$ cat config.mk
export PLATFORM = sky130hd
export DESIGN_NAME = alu8_flags
export DESIGN_NICKNAME = d
export VERILOG_FILES = /design/src/rtl/alu8_pkg.sv /design/src/rtl/alu_addsub.sv /design/src/rtl/alu_logic.sv /design/src/rtl/alu_flag_gen.sv /design/src/rtl/alu8_flags.sv
export SDC_FILE = /design/constraint.sdc
export NUM_CORES = 1
export LEC_CHECK = 0
export BUFFER_PORTS_ARGS = -buffer_cell sky130_fd_sc_hd__buf_2
export CORE_ASPECT_RATIO = 1.5
export CORE_MARGIN = 4
export CORE_UTILIZATION = 54
export CTS_CLUSTER_DIAMETER = 60
export DETAILED_ROUTE_END_ITERATION = 7
export PLACE_DENSITY = 0.84
export SLEW_MARGIN = 20
export SYNTH_ARGS = -nofsm -noshare
export SYNTH_HDL_FRONTEND = slang
export SYNTH_HIERARCHICAL = 1
export SYNTH_SLANG_ARGS = --single-unit
$ cat constraint.sdc
create_clock -name clk -period 5.9 [get_ports clk]
set_input_delay 1.18 -clock clk [delete_from_list [all_inputs] [get_ports clk]]
set_output_delay 1.18 -clock clk [all_outputs]
set_load 0.02 [all_outputs]
$ cat src/rtl/alu8_pkg.sv
// Package alu8_pkg
// Shared operation codes and flag bit positions for the accumulator ALU.
// Assumes an 8-bit flag byte whose layout a downstream decoder relies on.
package alu8_pkg;

    typedef enum logic [2:0] {
        OP_ADD = 3'd0,
        OP_ADC = 3'd1,
        OP_SUB = 3'd2,
        OP_SBC = 3'd3,
        OP_AND = 3'd4,
        OP_XOR = 3'd5,
        OP_OR  = 3'd6,
        OP_CP  = 3'd7
    } alu_op_e;

    localparam int FLAG_W  = 8;
    localparam int FL_C    = 0;
    localparam int FL_N    = 1;
    localparam int FL_PV   = 2;
    localparam int FL_RSV3 = 3;
    localparam int FL_H    = 4;
    localparam int FL_RSV5 = 5;
    localparam int FL_Z    = 6;
    localparam int FL_S    = 7;

endpackage

$ cat src/rtl/alu_addsub.sv
// Module alu_addsub
// Adder/subtractor split at the nibble boundary so that the nibble carry
// and the top carry come out directly. Subtraction is done as A + ~B + ~cin.
// Assumes DATA_W > NIB_W. Carries are raw adder carries; the consumer
// inverts them to get borrows when sub_mode is set.
module alu_addsub #(
    parameter int DATA_W = 8,
    parameter int NIB_W  = 4
) (
    input  logic [DATA_W-1:0] a,
    input  logic [DATA_W-1:0] b,
    input  logic              cin,
    input  logic              sub_mode,
    output logic [DATA_W-1:0] sum,
    output logic              nib_carry,
    output logic              top_carry,
    output logic              ovf
);
    localparam int HI_W = DATA_W - NIB_W;

    logic [DATA_W-1:0] b_x;
    logic              c0;
    logic [NIB_W:0]    lo_sum;
    logic [HI_W:0]     hi_sum;

    // Pick the true or inverted operand and carry for add or subtract.
    always_comb begin
        b_x = sub_mode ? ~b : b;
        c0  = sub_mode ? ~cin : cin;
    end

    // Low nibble, then upper part chained on the nibble carry.
    always_comb begin
        lo_sum = {1'b0, a[NIB_W-1:0]} + {1'b0, b_x[NIB_W-1:0]}
               + {{NIB_W{1'b0}}, c0};
        hi_sum = {1'b0, a[DATA_W-1:NIB_W]} + {1'b0, b_x[DATA_W-1:NIB_W]}
               + {{HI_W{1'b0}}, lo_sum[NIB_W]};
    end

    // Assemble the sum and derive the carries and the signed overflow.
    always_comb begin
        sum       = {hi_sum[HI_W-1:0], lo_sum[NIB_W-1:0]};
        nib_carry = lo_sum[NIB_W];
        top_carry = hi_sum[HI_W];
        ovf       = (a[DATA_W-1] == b_x[DATA_W-1]) &&
                    (sum[DATA_W-1] != a[DATA_W-1]);
    end
endmodule

$ cat src/rtl/alu_logic.sv
// Module alu_logic
// Bitwise AND / XOR / OR unit with an even-parity output on its result.
// Assumes op only names a logical operation when this output is used.
module alu_logic #(
    parameter int DATA_W = 8
) (
    input  alu8_pkg::alu_op_e  op,
    input  logic [DATA_W-1:0]  a,
    input  logic [DATA_W-1:0]  b,
    output logic [DATA_W-1:0]  res,
    output logic               par_even
);
    import alu8_pkg::*;

    // Select the bitwise function.
    always_comb begin
        unique case (op)
            OP_AND:  res = a & b;
            OP_XOR:  res = a ^ b;
            default: res = a | b;
        endcase
    end

    // Parity is even when the XOR reduction of the result is zero.
    always_comb par_even = ~^res;
endmodule

$ cat src/rtl/alu_flag_gen.sv
// Module alu_flag_gen
// Chooses the outcome of the operation and assembles the next flag byte in
// the fixed S Z 0 H 0 P/V N C layout. The two unused bits are tied low.
// Assumes raw adder carries from alu_addsub; they are inverted to borrows here.
module alu_flag_gen #(
    parameter int DATA_W = 8
) (
    input  alu8_pkg::alu_op_e          op,
    input  logic                       sub_mode,
    input  logic [DATA_W-1:0]          a,
    input  logic [DATA_W-1:0]          as_sum,
    input  logic                       as_nib,
    input  logic                       as_top,
    input  logic                       as_ovf,
    input  logic [DATA_W-1:0]          lg_res,
    input  logic                       lg_par,
    output logic [DATA_W-1:0]          res_out,
    output logic [alu8_pkg::FLAG_W-1:0] flag_nxt
);
    import alu8_pkg::*;

    logic              is_logic;
    logic [DATA_W-1:0] outcome;

    // Classify the operation and pick the value the flags describe.
    always_comb begin
        is_logic = (op == OP_AND) || (op == OP_XOR) || (op == OP_OR);
        outcome  = is_logic ? lg_res : as_sum;
        res_out  = (op == OP_CP) ? a : outcome;
    end

    // Build the flag byte bit by bit.
    always_comb begin
        flag_nxt          = '0;
        flag_nxt[FL_S]    = outcome[DATA_W-1];
        flag_nxt[FL_Z]    = ~|outcome;
        flag_nxt[FL_H]    = is_logic ? (op == OP_AND) : (as_nib ^ sub_mode);
        flag_nxt[FL_PV]   = is_logic ? lg_par : as_ovf;
        flag_nxt[FL_N]    = sub_mode;
        flag_nxt[FL_C]    = is_logic ? 1'b0 : (as_top ^ sub_mode);
        flag_nxt[FL_RSV5] = 1'b0;
        flag_nxt[FL_RSV3] = 1'b0;
    end
endmodule

$ cat src/rtl/alu8_flags.sv
// Module alu8_flags (top)
// Eight-bit accumulator ALU: combinational result, flag byte registered on
// op_valid. Synchronous active-low reset clears the flags.
// Assumes DATA_W = 8 for the flag layout (S taken from the top bit).
module alu8_flags #(
    parameter int DATA_W = 8,
    parameter int NIB_W  = 4
) (
    input  logic              clk,
    input  logic              rst_n,
    input  logic              op_valid,
    input  logic [2:0]        op_sel,
    input  logic [DATA_W-1:0] a_in,
    input  logic [DATA_W-1:0] b_in,
    input  logic              carry_in,
    output logic [DATA_W-1:0] result,
    output logic [7:0]        flags
);
    import alu8_pkg::*;

    alu_op_e           op;
    logic              sub_mode;
    logic              cin_eff;
    logic [DATA_W-1:0] as_sum;
    logic              as_nib;
    logic              as_top;
    logic              as_ovf;
    logic [DATA_W-1:0] lg_res;
    logic              lg_par;
    logic [FLAG_W-1:0] flag_nxt;

    // Decode the operation: subtract family and carry-in gating.
    always_comb begin
        op       = alu_op_e'(op_sel);
        sub_mode = (op == OP_SUB) || (op == OP_SBC) || (op == OP_CP);
        cin_eff  = carry_in && ((op == OP_ADC) || (op == OP_SBC));
    end

    alu_addsub #(.DATA_W(DATA_W), .NIB_W(NIB_W)) u_addsub (
        .a        (a_in),
        .b        (b_in),
        .cin      (cin_eff),
        .sub_mode (sub_mode),
        .sum      (as_sum),
        .nib_carry(as_nib),
        .top_carry(as_top),
        .ovf      (as_ovf)
    );

    alu_logic #(.DATA_W(DATA_W)) u_logic (
        .op      (op),
        .a       (a_in),
        .b       (b_in),
        .res     (lg_res),
        .par_even(lg_par)
    );

    alu_flag_gen #(.DATA_W(DATA_W)) u_flags (
        .op      (op),
        .sub_mode(sub_mode),
        .a       (a_in),
        .as_sum  (as_sum),
        .as_nib  (as_nib),
        .as_top  (as_top),
        .as_ovf  (as_ovf),
        .lg_res  (lg_res),
        .lg_par  (lg_par),
        .res_out (result),
        .flag_nxt(flag_nxt)
    );

    // Flag register: clear on reset, load on strobe, otherwise hold.
    always_ff @(posedge clk) begin
        if (!rst_n)        flags <= '0;
        else if (op_valid) flags <= flag_nxt;
    end
endmodule

==> results.sh <==
export IMPL_place_inst=246
export IMPL_cts_buffers_inserted=3
export IMPL_dr_pass1_iters=4
export IMPL_ys_flop_type="dfxtp_1"
export IMPL_timing_rr_start="flags[7]"
export IMPL_rsz0062_at_grt="false"
export IMPL_cp_data_required_time_ps=4720
export IMPL_cts_resized=0
export IMPL_period_needed_ps=5410
export IMPL_die_y_um=74.2
export IMPL_start_util_pct=57.7
export IMPL_fin_nets=263
export IMPL_crit_type="input pin to output port"
export IMPL_die_x_um=52.1
export IMPL_vias=1310
export IMPL_timing_rr_end="flags[7]"
export IMPL_p_sw_mw=0.140
export IMPL_p_comb_share_pct=62.1
export IMPL_cap_violations=0
export IMPL_antenna_found_initial=0
export IMPL_finalHoldViolCount=0
export IMPL_io_pins=39
export IMPL_gr_total_overflow=0
export IMPL_largest_register="flags"
export IMPL_core_mm2=0.00273
export IMPL_grt_pass1_wl_um=5800
export IMPL_cp_common_cell="fa_1"
export IMPL_clkPwrFrac_pct=19.6
export IMPL_worst_skew_pair_late_latency_ps=230
export IMPL_stdcell_count=249
export IMPL_cts_tree="built"
export IMPL_io_buffers=38
export IMPL_h_tree_depth=1
export IMPL_cts_root_buffer="clkbuf_8"
export IMPL_seq_power_share_pct=18.3
export IMPL_num_rows=23
export IMPL_synth_async_sr_flop_share_pct=0
export IMPL_postCtsHoldBufs=0
export IMPL_cp_arrival_ps=4230
export IMPL_grt_pass1_vias=1381
export IMPL_p_total_mw=0.335
export IMPL_crit_slowest_cell="a21boi_1"
export IMPL_yosysTopAreaCell="ha_1"
export IMPL_post_synth_top_count_cell="mux2i_1"
export IMPL_vias_per_cell=5.26
export IMPL_cts_sinks=8
export IMPL_cp_start_kind="input pin"
export IMPL_synth_top_area_share_pct=17.5
export IMPL_drc=0
export IMPL_fmax_mhz=185
export IMPL_sw_frac_of_total_pct=41.8
export IMPL_gp_congestion=0.844
export IMPL_outcome="completed"
export IMPL_reg_largest_list="flags: 8 flops"
export IMPL_finalSetupTns_ps=0
export IMPL_largest_reg_flops=8
export IMPL_wl_per_cell_um=13.5
export IMPL_netlist_top_cells_area="ha_1 (17%), mux2i_1 (15%), dfxtp_1 (10%)"
export IMPL_cts_setup_buffers=0
export IMPL_yosysUniqueCellTypes=30
export IMPL_p_per_area_mw_per_mm2=186
export IMPL_end_kind="output port"
export IMPL_ant_nets=0
export IMPL_syn_avg_cell_area_um2=9.01
export IMPL_finalHoldWorstSlack_ps=508
export IMPL_setup_viol=0
export IMPL_synth_edf_count=0
export IMPL_preCtsSetupSlack_ps=518
export IMPL_drtIter0Drc=24
export IMPL_dpl_hpwl_um=2820
export IMPL_syn_area_mm2=0.00158
export IMPL_path_cells="buf_2, a21boi_1, xnor2_1, fa_1, fa_1, nor2b_1, o21ai_0, nand2b_1, fa_1, a21o_1, a21oi_2, xnor2_1, nor2_1, a21oi_1, buf_2"
export IMPL_diodes=0
export IMPL_reg2reg_slack_ps=5300
export IMPL_ys_warn_count=6
export IMPL_finalCritPeriodShare_pct=91.7
export IMPL_synth_cells=175
export IMPL_drive_gt1_share_pct=27.8
export IMPL_p_int_mw=0.195
export IMPL_die_area_mm2=0.00387
export IMPL_leakage_nw=0.976
export IMPL_wirelength_um=3350
export IMPL_irDropWorstVdd_v=0.000107
export IMPL_fin_skew_ps=0
export IMPL_cts_buffer_depth=2
export IMPL_path_clk_slew_ps=40
export IMPL_crit_end="result[7]"
export IMPL_cpPeakStageDelay_ps=450
export IMPL_area_growth_pct=14.1
export IMPL_startpoint="op_sel[1]"
export IMPL_holdCritPathClass="register to register"
export IMPL_grt_use_total_pct=19.6
export IMPL_final_max_slew_viol_count=0
export IMPL_grt_max_degree=21
export IMPL_r2r_cells=2
export IMPL_layout_setup_ws_ps=492
export IMPL_synth_seq_area_share_pct=10.2
export IMPL_synth_commonest_cells="mux2i_1 (24), ha_1 (22), inv_1 (22)"
export IMPL_worstPathMaxFanout=5
export IMPL_yosys_register_bits=8
how the worst min path moves through the flow:
stage / slack (ps) / endpoint / from / depth (start not counted)
4_1_cts: 510 / flags[4] / flags[4] / 2
5_1_grt: 530 / flags[4] / flags[4] / 2
3_5_place_dp: 500 / flags[4] / flags[4] / 2
3_3_place_gp: 490 / flags[5] / flags[5] / 2
6_report: 510 / flags[4] / flags[4] / 2
2_1_floorplan: 590 / flags[0] / flags[0] / 2
placed cells by master (no fill, tap or decap), drive strengths merged, types with 3 or more instances in the layout:
master,netlist,routed
a21oi,10,10
dfxtp,8,8
clkbuf,0,3
buf,9,42
nand2,4,4
ha,22,22
o21ai,3,3
a21o,3,3
mux2,3,3
xnor2,13,13
fa,4,4
xor2,9,9
nor2,12,12
inv,22,22
nor4,4,4
nor2b,11,11
mux2i,32,32
per-stage QoR:
step                      area (um2)  util, %
final                           1800     65.8
after global routing            1800     65.8
after CTS                       1800     65.8
after detailed placement        1760     64.3
after global placement          1760     64.3
after floorplan                 1580        -
logic make-up (layout without fill, tap and decap cells):
| family | count (synthesis) | count (layout) | synth area share (%) |
|---|---|---|---|
| compound gates | 19 | 19 | 8.02 |
| buf+inv | 31 | 67 | 10.9 |
| mux | 35 | 35 | 24.8 |
| xor+xnor | 22 | 22 | 12.2 |
| fa+ha+maj | 26 | 26 | 22.5 |
| flops | 8 | 8 | 10.2 |
| simple gates | 33 | 33 | 11.1 |
| other cells | 1 | 2 | 0.238 |
worst max-delay path: cells and delay by family:
family | cells | cell delay (ps)
simple gates | 3 | 330
xor+xnor | 2 | 440
buf+inv | 2 | 340
fa+ha+maj | 3 | 1090
compound gates | 5 | 850
power by group through the flow:
| stage | registers, mW | logic, mW | clock network (mW) |
|---|---|---|---|
| floorplan | 0.0680 | 0.150 | 0 |
| global placement | 0.0619 | 0.203 | 0 |
| detailed placement | 0.0622 | 0.208 | 0 |
| CTS | 0.0613 | 0.209 | 0.0690 |
| global route | 0.0620 | 0.233 | 0.0711 |
| finish | 0.0612 | 0.208 | 0.0658 |
per-layer routing:
layer | global-route usage, % | routed length, um | vias up
li1 | - | - | 650
met1 | 21.4 | 1350 | 615
met2 | 36.4 | 1780 | 38
met3 | 2.20 | 150 | 7
met4 | 9.62 | 76 | 0
met5 | 0 | 0 | -
area by class of cell:
cell class / count / area (um2)
flip-flops and latches: 8 / 160
multi-input cells: 137 / 1250
well taps: 37 / 46.3
repair buffers: 42 / 220
fillers: 233 / 935
clock buffers: 3 / 41.3
inverters: 22 / 82.6
Note: power is estimated with default switching activity, not from simulation.
